## config.mk

```make
export PLATFORM = sky130hd
export DESIGN_NAME = pit_timer
export DESIGN_NICKNAME = d
export VERILOG_FILES = /design/src/rtl/pit_pkg.sv /design/src/rtl/pit_port.sv /design/src/rtl/pit_channel.sv /design/src/rtl/pit_timer.sv
export SDC_FILE = /design/constraint.sdc
export NUM_CORES = 1
export LEC_CHECK = 0
export BUFFER_PORTS_ARGS = -buffer_cell sky130_fd_sc_hd__buf_2
export CAP_MARGIN = 15
export CORE_UTILIZATION = 35
export CTS_CLUSTER_DIAMETER = 100
export DETAILED_ROUTE_END_ITERATION = 10
export GPL_TIMING_DRIVEN = 0
export PLACE_DENSITY = 0.58
export SLEW_MARGIN = 20
export SYNTH_ARGS = -nofsm -noshare
export SYNTH_HDL_FRONTEND = slang
export SYNTH_SLANG_ARGS = --single-unit
```

## constraint.sdc

```tcl
create_clock -name clk_i -period 5.75 [get_ports clk_i]
set_input_delay 0.575 -clock clk_i [delete_from_list [all_inputs] [get_ports clk_i]]
set_output_delay 0.575 -clock clk_i [all_outputs]
set_load 0.03 [all_outputs]
```

## src/rtl/pit_pkg.sv

```systemverilog
package pit_pkg;

  typedef enum logic [1:0] {
    ACC_LATCH = 2'b00,
    ACC_LO    = 2'b01,
    ACC_HI    = 2'b10,
    ACC_BOTH  = 2'b11
  } acc_e;

  typedef enum logic [1:0] {
    KIND_TC   = 2'd0,
    KIND_RATE = 2'd1,
    KIND_SQ   = 2'd2
  } kind_e;

  function automatic kind_e kind_of(input logic [2:0] m);
    if (!m[1]) return KIND_TC;
    return m[0] ? KIND_SQ : KIND_RATE;
  endfunction

endpackage

```

## src/rtl/pit_port.sv

```systemverilog
module pit_port
  import pit_pkg::*;
#(
  parameter int unsigned NCH = 3,
  parameter int unsigned DW  = 8,
  parameter int unsigned AW  = 2
) (
  input  logic [AW-1:0]          addr_i,
  input  logic                   wr_i,
  input  logic                   rd_i,
  input  logic [DW-1:0]          wdata_i,
  input  logic [NCH-1:0][DW-1:0] ch_rdata_i,
  output logic [NCH-1:0]         ctl_we_o,
  output acc_e                   acc_o,
  output logic [2:0]             mode_o,
  output logic [NCH-1:0]         data_we_o,
  output logic [NCH-1:0]         rd_re_o,
  output logic [DW-1:0]          rdata_o
);

  logic ctl_hit;

  assign ctl_hit = wr_i && (addr_i == AW'(NCH));
  assign acc_o   = acc_e'(wdata_i[5:4]);
  assign mode_o  = wdata_i[3:1];

  for (genvar c = 0; c < NCH; c++) begin : g_dec
    assign ctl_we_o[c]  = ctl_hit && (wdata_i[7:6] == 2'(c));
    assign data_we_o[c] = wr_i && (addr_i == AW'(c));
    assign rd_re_o[c]   = rd_i && (addr_i == AW'(c));
  end

  always_comb begin
    rdata_o = '0;
    for (int c = 0; c < NCH; c++) begin
      if (addr_i == AW'(c)) rdata_o = ch_rdata_i[c];
    end
  end

endmodule

```

## src/rtl/pit_channel.sv

```systemverilog
module pit_channel
  import pit_pkg::*;
#(
  parameter int unsigned DW = 8
) (
  input  logic          clk_i,
  input  logic          rst_ni,
  input  logic          en_i,
  input  logic          ctl_we_i,
  input  acc_e          acc_i,
  input  logic [2:0]    mode_i,
  input  logic          data_we_i,
  input  logic [DW-1:0] wdata_i,
  input  logic          rd_re_i,
  output logic [DW-1:0] rdata_o,
  output logic          out_o,
  output kind_e         kind_o
);

  localparam int unsigned W = 2 * DW;

  acc_e          acc_q;
  kind_e         kind_q;
  logic          wr_hi_q, rd_hi_q, latched_q, load_pend_q, running_q, out_q;
  logic [DW-1:0] lo_stage_q;
  logic [W-1:0]  reload_q, count_q, latch_q, half_q;

  logic [W-1:0]  wr_val, cnt_nx, half_nx, rd_val;
  logic [W:0]    eff_nx, eff_rl;
  logic          wr_done, take_reload, out_nx, advance;

  // assembled load value for the current access code
  always_comb begin
    wr_val  = '0;
    wr_done = 1'b0;
    case (acc_q)
      ACC_LO: begin
        wr_val  = {{DW{1'b0}}, wdata_i};
        wr_done = data_we_i;
      end
      ACC_HI: begin
        wr_val  = {wdata_i, {DW{1'b0}}};
        wr_done = data_we_i;
      end
      default: begin
        wr_val  = {wdata_i, lo_stage_q};
        wr_done = data_we_i && wr_hi_q;
      end
    endcase
  end

  // next count, with 0 standing for 2**W
  assign take_reload = load_pend_q || ((kind_q != KIND_TC) && (count_q == W'(1)));
  assign cnt_nx      = take_reload ? reload_q : count_q - 1'b1;
  assign eff_nx      = {cnt_nx == '0, cnt_nx};
  assign eff_rl      = {reload_q == '0, reload_q};
  assign half_nx     = take_reload ? eff_rl[W:1] : half_q;
  assign advance     = en_i && (running_q || load_pend_q);

  always_comb begin
    case (kind_q)
      KIND_RATE: out_nx = (cnt_nx != W'(1));
      KIND_SQ:   out_nx = (eff_nx > {1'b0, half_nx});
      default:   out_nx = out_q || (!load_pend_q && (count_q == W'(1)));
    endcase
  end

  always_ff @(posedge clk_i or negedge rst_ni) begin
    if (!rst_ni) begin
      acc_q       <= ACC_BOTH;
      kind_q      <= KIND_TC;
      wr_hi_q     <= 1'b0;
      rd_hi_q     <= 1'b0;
      latched_q   <= 1'b0;
      load_pend_q <= 1'b0;
      running_q   <= 1'b0;
      out_q       <= 1'b0;
      lo_stage_q  <= '0;
      reload_q    <= '0;
      count_q     <= '0;
      latch_q     <= '0;
      half_q      <= '0;
    end else begin
      if (advance) begin
        count_q <= cnt_nx;
        half_q  <= half_nx;
        out_q   <= out_nx;
        if (load_pend_q) begin
          load_pend_q <= 1'b0;
          running_q   <= 1'b1;
        end
      end
      if (ctl_we_i) begin
        if (acc_i == ACC_LATCH) begin
          if (!latched_q) begin
            latch_q   <= count_q;
            latched_q <= 1'b1;
          end
        end else begin
          acc_q       <= acc_i;
          kind_q      <= kind_of(mode_i);
          wr_hi_q     <= 1'b0;
          rd_hi_q     <= 1'b0;
          latched_q   <= 1'b0;
          running_q   <= 1'b0;
          load_pend_q <= 1'b0;
          out_q       <= (kind_of(mode_i) != KIND_TC);
        end
      end
      if (data_we_i) begin
        if (acc_q == ACC_BOTH) begin
          wr_hi_q <= !wr_hi_q;
          if (!wr_hi_q) lo_stage_q <= wdata_i;
        end
        if (wr_done) begin
          reload_q <= wr_val;
          if (kind_q == KIND_TC) begin
            out_q       <= 1'b0;
            load_pend_q <= 1'b1;
            running_q   <= 1'b0;
          end else if (!running_q) begin
            load_pend_q <= 1'b1;
          end
        end
      end
      if (rd_re_i) begin
        if ((acc_q == ACC_BOTH) && !rd_hi_q) begin
          rd_hi_q <= 1'b1;
        end else begin
          rd_hi_q   <= 1'b0;
          latched_q <= 1'b0;
        end
      end
    end
  end

  assign rd_val = latched_q ? latch_q : count_q;

  always_comb begin
    case (acc_q)
      ACC_LO:  rdata_o = rd_val[DW-1:0];
      ACC_HI:  rdata_o = rd_val[W-1:DW];
      default: rdata_o = rd_hi_q ? rd_val[W-1:DW] : rd_val[DW-1:0];
    endcase
  end

  assign out_o  = out_q;
  assign kind_o = kind_q;

endmodule

```

## src/rtl/pit_timer.sv

```systemverilog
module pit_timer
  import pit_pkg::*;
#(
  parameter  int unsigned NCH = 3,
  parameter  int unsigned DW  = 8,
  localparam int unsigned AW  = $clog2(NCH + 1)
) (
  input  logic           clk_i,
  input  logic           rst_ni,
  input  logic [AW-1:0]  addr_i,
  input  logic           wr_i,
  input  logic           rd_i,
  input  logic [DW-1:0]  wdata_i,
  output logic [DW-1:0]  rdata_o,
  input  logic [NCH-1:0] cnt_en_i,
  output logic [NCH-1:0] out_o
);

  logic [NCH-1:0]         ctl_we_w, data_we_w, rd_re_w;
  acc_e                   acc_w;
  logic [2:0]             mode_w;
  logic [NCH-1:0][DW-1:0] ch_rdata_w;
  logic [NCH-1:0][1:0]    kind_w;

  pit_port #(.NCH(NCH), .DW(DW), .AW(AW)) u_port (
    .addr_i     (addr_i),
    .wr_i       (wr_i),
    .rd_i       (rd_i),
    .wdata_i    (wdata_i),
    .ch_rdata_i (ch_rdata_w),
    .ctl_we_o   (ctl_we_w),
    .acc_o      (acc_w),
    .mode_o     (mode_w),
    .data_we_o  (data_we_w),
    .rd_re_o    (rd_re_w),
    .rdata_o    (rdata_o)
  );

  for (genvar c = 0; c < NCH; c++) begin : g_ch
    kind_e kind_c;
    pit_channel #(.DW(DW)) u_ch (
      .clk_i     (clk_i),
      .rst_ni    (rst_ni),
      .en_i      (cnt_en_i[c]),
      .ctl_we_i  (ctl_we_w[c]),
      .acc_i     (acc_w),
      .mode_i    (mode_w),
      .data_we_i (data_we_w[c]),
      .wdata_i   (wdata_i),
      .rd_re_i   (rd_re_w[c]),
      .rdata_o   (ch_rdata_w[c]),
      .out_o     (out_o[c]),
      .kind_o    (kind_c)
    );
    assign kind_w[c] = kind_c;
  end

endmodule

```

# [Word-level counts from Yosys, hierarchy flattened]
# Index checks and enable logic that the tools add are counted.
[word_totals] regBits=246 in_bits=17 output_inout_bits=11 elab_cells=295
[classes] addsub=3 order_cmp=3 eq_ne=29 muxes=135 bitwise=4 n_reduce_logical=82
[op_table] op="$mux W16" n=9
[op_table] op="$mux W1" n=100
[op_table] op="$logic_not A16 Y1" n=6
[op_table] op="$pmux W16 S2" n=3
[op_table] op="$gt A17 B16 Y1" n=3
[op_table] op="$eq A16 B1 Y1 const B" n=3
[op_table] op="$mux W8" n=6
[op_table] op="$ne A16 B1 Y1 const B" n=3
[op_table] op="$pmux W8 S2" n=3
[op_table] op="$sub A16 B1 Y16 const B" n=3
[op_table] op="$logic_and A1 B1 Y1" n=25
[op_table] op="$eq A2 B2 Y1 const B" n=12
[op_table] op="$reduce_and A2 Y1" n=12
[op_table] op="$mux W2" n=11
[op_table] op="$reduce_bool A2 Y1" n=9
[op_table] op="$eq A2 B1 Y1 const B" n=8
[op_table] op="$logic_not A2 Y1" n=6
[op_table] op="$logic_not A1 Y1" n=9
[op_table] op="$logic_or A1 B1 Y1" n=9
[op_table] op="$reduce_and A3 Y1" n=3
[op_table] op="$ne A2 B1 Y1 const B" n=3
[op_table] op="$pmux W1 S2" n=3
[op_table] op="$reduce_or A2 Y1" n=3
[op_table] op="$not A1 Y1" n=4

# [Longest topological paths before layout]
[logic_depth] depth_word=13 mapped_depth=17 mapped_depth_nobuf=15

# [By module]
# From an unflattened synthesis, not the netlist that was laid out.
[hier_totals] cells_unflattened=1609 hier_area_um2=14973.1
[by_module_without_submodules] mod="pit_channel (g_ch[0].u_ch ...)" instances=2 cells_each=526 area_per_inst_um2=4903.5 seq_area_each_um2=2054.5
[by_module_without_submodules] mod="pit_channel (g_ch[2].u_ch)" instances=1 cells_each=521 area_per_inst_um2=4835.9 seq_area_each_um2=2054.5
[by_module_without_submodules] mod="pit_port" instances=1 cells_each=36 area_per_inst_um2=330.3 seq_area_each_um2=0.0

# [Least setup slack after synthesis]
# Ideal clock, no wire load.
[synth_path] path_type="register to register" from="reg g_ch[0].u_ch.count_q[6]" to="reg g_ch[0].u_ch.out_q" setup_time_ns=0.123 t_arrival_ns=3.912 required_ns=5.627 slack_ns=1.715 stages_incl_launch_ff=17 path_buffers=4 period_less_slack_ns=4.035 path_cell_list="dfrtp_1 -> buf_6 -> or4_4 -> or3_1 -> buf_2 -> o41ai_1 -> clkbuf_1 -> clkbuf_1 -> o21ai_0 -> ha_1 -> a21o_1 -> a21oi_1 -> nor2b_1 -> o31ai_1 -> o2111ai_1 -> a21o_1 -> o2bb2ai_1"
[synth_between] elab_chain_cells=13 word_cells_on_any_way=18 classes_between="add/sub: 1; order compare: 1; eq/ne: 2; mux: 9; reduce/logical: 5"
[synth_rtl] item="start: declaration" line="pit_channel.sv:26" text="logic [W-1:0] reload_q, count_q, latch_q, half_q;"
[synth_rtl] item="start signal: assignment" line="pit_channel.sv:85" text="count_q <= cnt_nx;"
[synth_rtl] item="$eq A16 B1 Y1 *" line="pit_channel.sv:53" text="assign take_reload = load_pend_q || ((kind_q != KIND_TC) && (count_q == W'(1)));"
[synth_rtl] item="$logic_and A1 B1 Y1 *" line="pit_channel.sv:53"
[synth_rtl] item="$logic_or A1 B1 Y1 *" line="pit_channel.sv:53"
[synth_rtl] item="$mux W16 *" line="pit_channel.sv:54" text="assign cnt_nx = take_reload ? reload_q : count_q - 1'b1;"
[synth_rtl] item="net g_ch[0].u_ch.cnt_nx[2]" line="pit_channel.sv:28" text="logic [W-1:0] wr_val, cnt_nx, half_nx, rd_val;"
[synth_rtl] item="$logic_not A16 Y1" line="pit_channel.sv:55" text="assign eff_nx = {cnt_nx == '0, cnt_nx};"
[synth_rtl] item="$gt A17 B16 Y1" line="pit_channel.sv:63" text="KIND_SQ: out_nx = (eff_nx > {1'b0, half_nx});"
[synth_rtl] item="$pmux W1 S2 *" line="pit_channel.sv:61" text="case (kind_q)"
[synth_rtl] item="$mux W1 *" line="pit_channel.sv:84" text="if (advance) begin"
[synth_rtl] item="$mux W1" line="pit_channel.sv:94" text="if (acc_i == ACC_LATCH) begin"
[synth_rtl] item="$mux W1 *" line="pit_channel.sv:93" text="if (ctl_we_i) begin"
[synth_rtl] item="$mux W1" line="pit_channel.sv:117" text="if (kind_q == KIND_TC) begin"
[synth_rtl] item="$mux W1" line="pit_channel.sv:115" text="if (wr_done) begin"
[synth_rtl] item="$mux W1 *" line="pit_channel.sv:110" text="if (data_we_i) begin"
[synth_rtl] item="end signal: assignment" line="pit_channel.sv:87" text="out_q <= out_nx;"
[synth_rtl] item="end signal: assignment" line="pit_channel.sv:107" text="out_q <= (kind_of(mode_i) != KIND_TC);"
[synth_rtl] item="end: declaration" line="pit_channel.sv:24" text="logic wr_hi_q, rd_hi_q, latched_q, load_pend_q, running_q, out_q;"
# The timed path passes the listed nets; every way through them passes the cells marked *.
# A chain may end at the register's enable or synchronous reset.

# [Worst setup path after layout]
[layout_path] from="reg g_ch[0].u_ch.count_q[3]" to="reg g_ch[0].u_ch.out_q"
# The elaborated chain is that of the path after synthesis.

==> flow_metrics.tcl <==
set metrics [dict create \
    grt_max_degree 96 \
    synth_top_area_share 0.410 \
    rr_startpoint "g_ch[0].u_ch.count_q[3]$_DFFE_PN0P_" \
    p_leak_nw 7.35 \
    worst_slew_pin_slew_ns 1.03 \
    drv_slew 0 \
    setup_slack_ns 0.790 \
    syn_area_mm2 0.0146 \
    synthFlopType "dfrtp_1" \
    period_share 0.863 \
    synth.most_common_cell "nand2_1" \
    yosysSeqAreaShare 0.421 \
    crit_required_ns 6.24 \
    synth_seq_cells 246 \
    cp-endpoint "g_ch[0].u_ch.out_o$_DFF_PN0_" \
    fillCellCount 4131 \
    max_stage_delay_ns 0.88 \
    globalplace.congestion 0.947 \
    rsz0062_at_grt "no" \
    cts_root_buf "clkbuf_16" \
    synth_cells 1606 \
    hold_path_class "in2reg" \
    h-tree-depth 1 \
    cp_slowest_cell "nor4_1" \
    setup-violations-final 0 \
    clock_latency_ns 0.60 \
    first_pass_iters 8 \
    cts_setup_buffers 0 \
    antenna_found_initial 0 \
    crit_family "compound AO/OA/AOI/OAI gates" \
    critical_path_buf_inv_count 2 \
    drv_cap 0 \
    cp-startpoint "g_ch[0].u_ch.count_q[3]$_DFFE_PN0P_" \
    rows 74 \
    port_buffers 23 \
    netlist_top_cells_count "nand2_1 (285), dfrtp_1 (240), o21ai_0 (175)" \
    core-area_mm2 0.0410 \
    power_frac_comb 0.446 \
    cts_tree "yes" \
    yosys-top-cells-area "dfrtp_1 (41%), mux2_2 (8.7%), nand2_1 (7.3%)" \
    internal_power_w 0.00518 \
    crit_chain "nor4_1 > nand3b_1 > o41ai_1 > clkbuf_1 > clkbuf_1 > o21ai_0 > ha_1 > a21o_1 > a21oi_1 > nor2b_1 > o31ai_1 > o2111ai_1 > a21o_1 > o2bb2ai_1" \
    finalWorstPathRequiredPeriod_ns 4.96 \
    initial_core_util 0.357 \
    path_depth 14 \
    violations "DRC" \
    ctsLongestPathBuffers 3 \
    first_iter_violations 1032 \
    ys.warnings.count 0 \
    numCtsBuffers 30 \
    sw_frac_of_total 0.423 \
    yosysTopAreaCell "dfrtp_1" \
    p_clk_frac 0.221 \
    status "finished with violations" \
    clkTransAtPathRegs_ns 0.06 \
    place_ws_ns 0.879 \
    synth_edf_count 0 \
    crit_path_max_fanout 10 \
    die_height_um 206 \
    clock_skew_ns 0.0407 \
    max_freq_mhz 202 \
    dieArea_mm2 0.0426 \
    dpl.hpwl_um 32100 \
    rrSetupSlack_ns 0.79 \
    finalHoldViolations 0 \
    vias_per_cell 5.45 \
    power_density_mw_per_mm2 543 \
    instances_no_fill 2221 \
    grt_pass1_wl_um 68000 \
    cts_num_sinks 246 \
    wl_per_cell_um 19.3 \
    num_vias 12100 \
    cts_resized 0 \
    cp-start-kind "register" \
    placed_cells 2163 \
    postRouteAntennaNets 0 \
    path_class "reg2reg" \
    area_delta_synth_final_pct 13.0 \
    nNetsFinal 1753 \
    relSlewSlack 0.308 \
    seq_power_share 0.334 \
    r2r_cells 14 \
    drive_gt1_frac 0.123 \
    synth.avg_cell_area_um2 9.11 \
    drc 8 \
    worst_setup_path_end_kind "register" \
    first_global_vias 11700 \
    syn_nets 1695 \
    p_switching_w 0.00380 \
    ios 28 \
    vdd_drop_max_mv 0.272 \
    critical_path_arrival_ns 5.45 \
    postSynth.asyncResetShare 1.00 \
    grt.overflow.total 0 \
    track_usage 0.205 \
    ys_types 67 \
    r2r_end "g_ch[0].u_ch.out_o$_DFF_PN0_" \
    die_w_um 206 \
    wl_um 42900 \
]
==> placed cells by master (no fill, tap or decap), types with 9 or more instances in the layout <==
cell type and n:
inv_1 57, a21o_1 19, nor2_1 74, ha_1 72, clkbuf_1 103, and3_1 11
dfrtp_1 240, nor4_1 21, nor2b_1 11, xnor2_1 23, buf_2 24, nand2_1 285
nor3_1 21, a21boi_0 14, o21ai_0 175, clkbuf_16 30, mux2i_1 51, a211oi_1 10
nand4_1 9, nand3_1 41, xor2_1 16, a21oi_1 76, mux2_2 113, a221oi_1 24
==> per-stage QoR <==
step	power, W	hold slack (ns)	TNS, ns	utilization	cell area [um2]
2_1_floorplan	0.00568	0.279	0	-	14600
3_3_place_gp	0.00685	0.462	-122.52	0.376	15400
3_5_place_dp	0.00693	0.470	0	0.377	15500
4_1_cts	0.00896	0.231	0	0.403	16500
5_1_grt	0.00966	0.252	0	0.403	16500
6_report	0.00897	0.254	0	0.403	16500
==> flip-flops by register name (all words and copies together), names as in the netlist <==
name                   flops
g_ch.u_ch.kind_o           6
g_ch.u_ch.lo_stage_q      24
g_ch.u_ch.running_q        3
g_ch.u_ch.latch_q         48
g_ch.u_ch.reload_q        48
g_ch.u_ch.rd_hi_q          3
g_ch.u_ch.half_q          48
g_ch.u_ch.acc_q            6
g_ch.u_ch.wr_hi_q          3
g_ch.u_ch.latched_q        3
g_ch.u_ch.out_o            3
g_ch.u_ch.load_pend_q      3
g_ch.u_ch.count_q         48
==> cell type report <==
class                   count  area [um2]  area share
clock inverters             7         139     0.00840
repair buffers             26         190      0.0115
flip-flops and latches    246        6160       0.373
clock buffers              49         892      0.0540
well taps                 532         666      0.0403
plain buffers             103         415      0.0251
inverters                  58         218      0.0132
multi-input cells        1199        7850       0.475
diodes                      1        2.50    0.000151
==> what timing repair did <==
action,CTS,global route
endpoints found under the hold margin,70,0
hold buffers,1,0
endpoints found under the setup margin,0,0
==> kinds of logic (layout without fill, tap and decap cells) <==
logic type	count (synthesis)	in the layout	share of synthesized area
and+or+nand+nor	530	530	0.164
AOI/OAI and AO/OA	392	392	0.162
DFF	246	246	0.421
muxes	166	166	0.124
buffers and inverters	161	243	0.0433
adders and majority gates	72	72	0.0616
xor gates and xnor gates	39	39	0.0233
other	0	1	0
==> metal layers <==
| metal | routed length [um] | share of wire | vias up | GRT usage |
|---|---|---|---|---|
| li1 | - | - | 5807 | - |
| met1 | 20500 | 0.48 | 5902 | 0.298 |
| met2 | 19100 | 0.45 | 336 | 0.318 |
| met3 | 2530 | 0.059 | 57 | 0.0342 |
| met4 | 756 | 0.018 | 0 | 0.0418 |
| met5 | 0 | 0 | - | 0 |
==> power groups by stage <==
stage	combinational [W]	sequential [W]	clock [W]
6_report	0.00400	0.00299	0.00198
5_1_grt	0.00450	0.00307	0.00209
4_1_cts	0.00397	0.00298	0.00202
3_5_place_dp	0.00393	0.00300	0
3_3_place_gp	0.00387	0.00298	0
2_1_floorplan	0.00294	0.00274	0
==> worst min-delay path by stage <==
| stage | startpoint | endpoint | slack, ns | depth (start not counted) |
|---|---|---|---|---|
| 3_3_place_gp | g_ch[2].u_ch.half_q[8]$_DFFE_PN0P_ | g_ch[2].u_ch.half_q[8]$_DFFE_PN0P_ | 0.46 | 2 |
| 4_1_cts | cnt_en_i[1] | g_ch[1].u_ch.load_pend_q$_DFF_PN0_ | 0.23 | 2 |
| 2_1_floorplan | rst_ni | g_ch[0].u_ch.count_q[0]$_DFFE_PN0P_ | 0.28 | 0 |
| 5_1_grt | cnt_en_i[2] | g_ch[2].u_ch.load_pend_q$_DFF_PN0_ | 0.25 | 2 |
| 6_report | cnt_en_i[1] | g_ch[1].u_ch.load_pend_q$_DFF_PN0_ | 0.25 | 2 |
| 3_5_place_dp | g_ch[2].u_ch.half_q[6]$_DFFE_PN0P_ | g_ch[2].u_ch.half_q[6]$_DFFE_PN0P_ | 0.47 | 2 |
(Power assumes the default switching activity.)
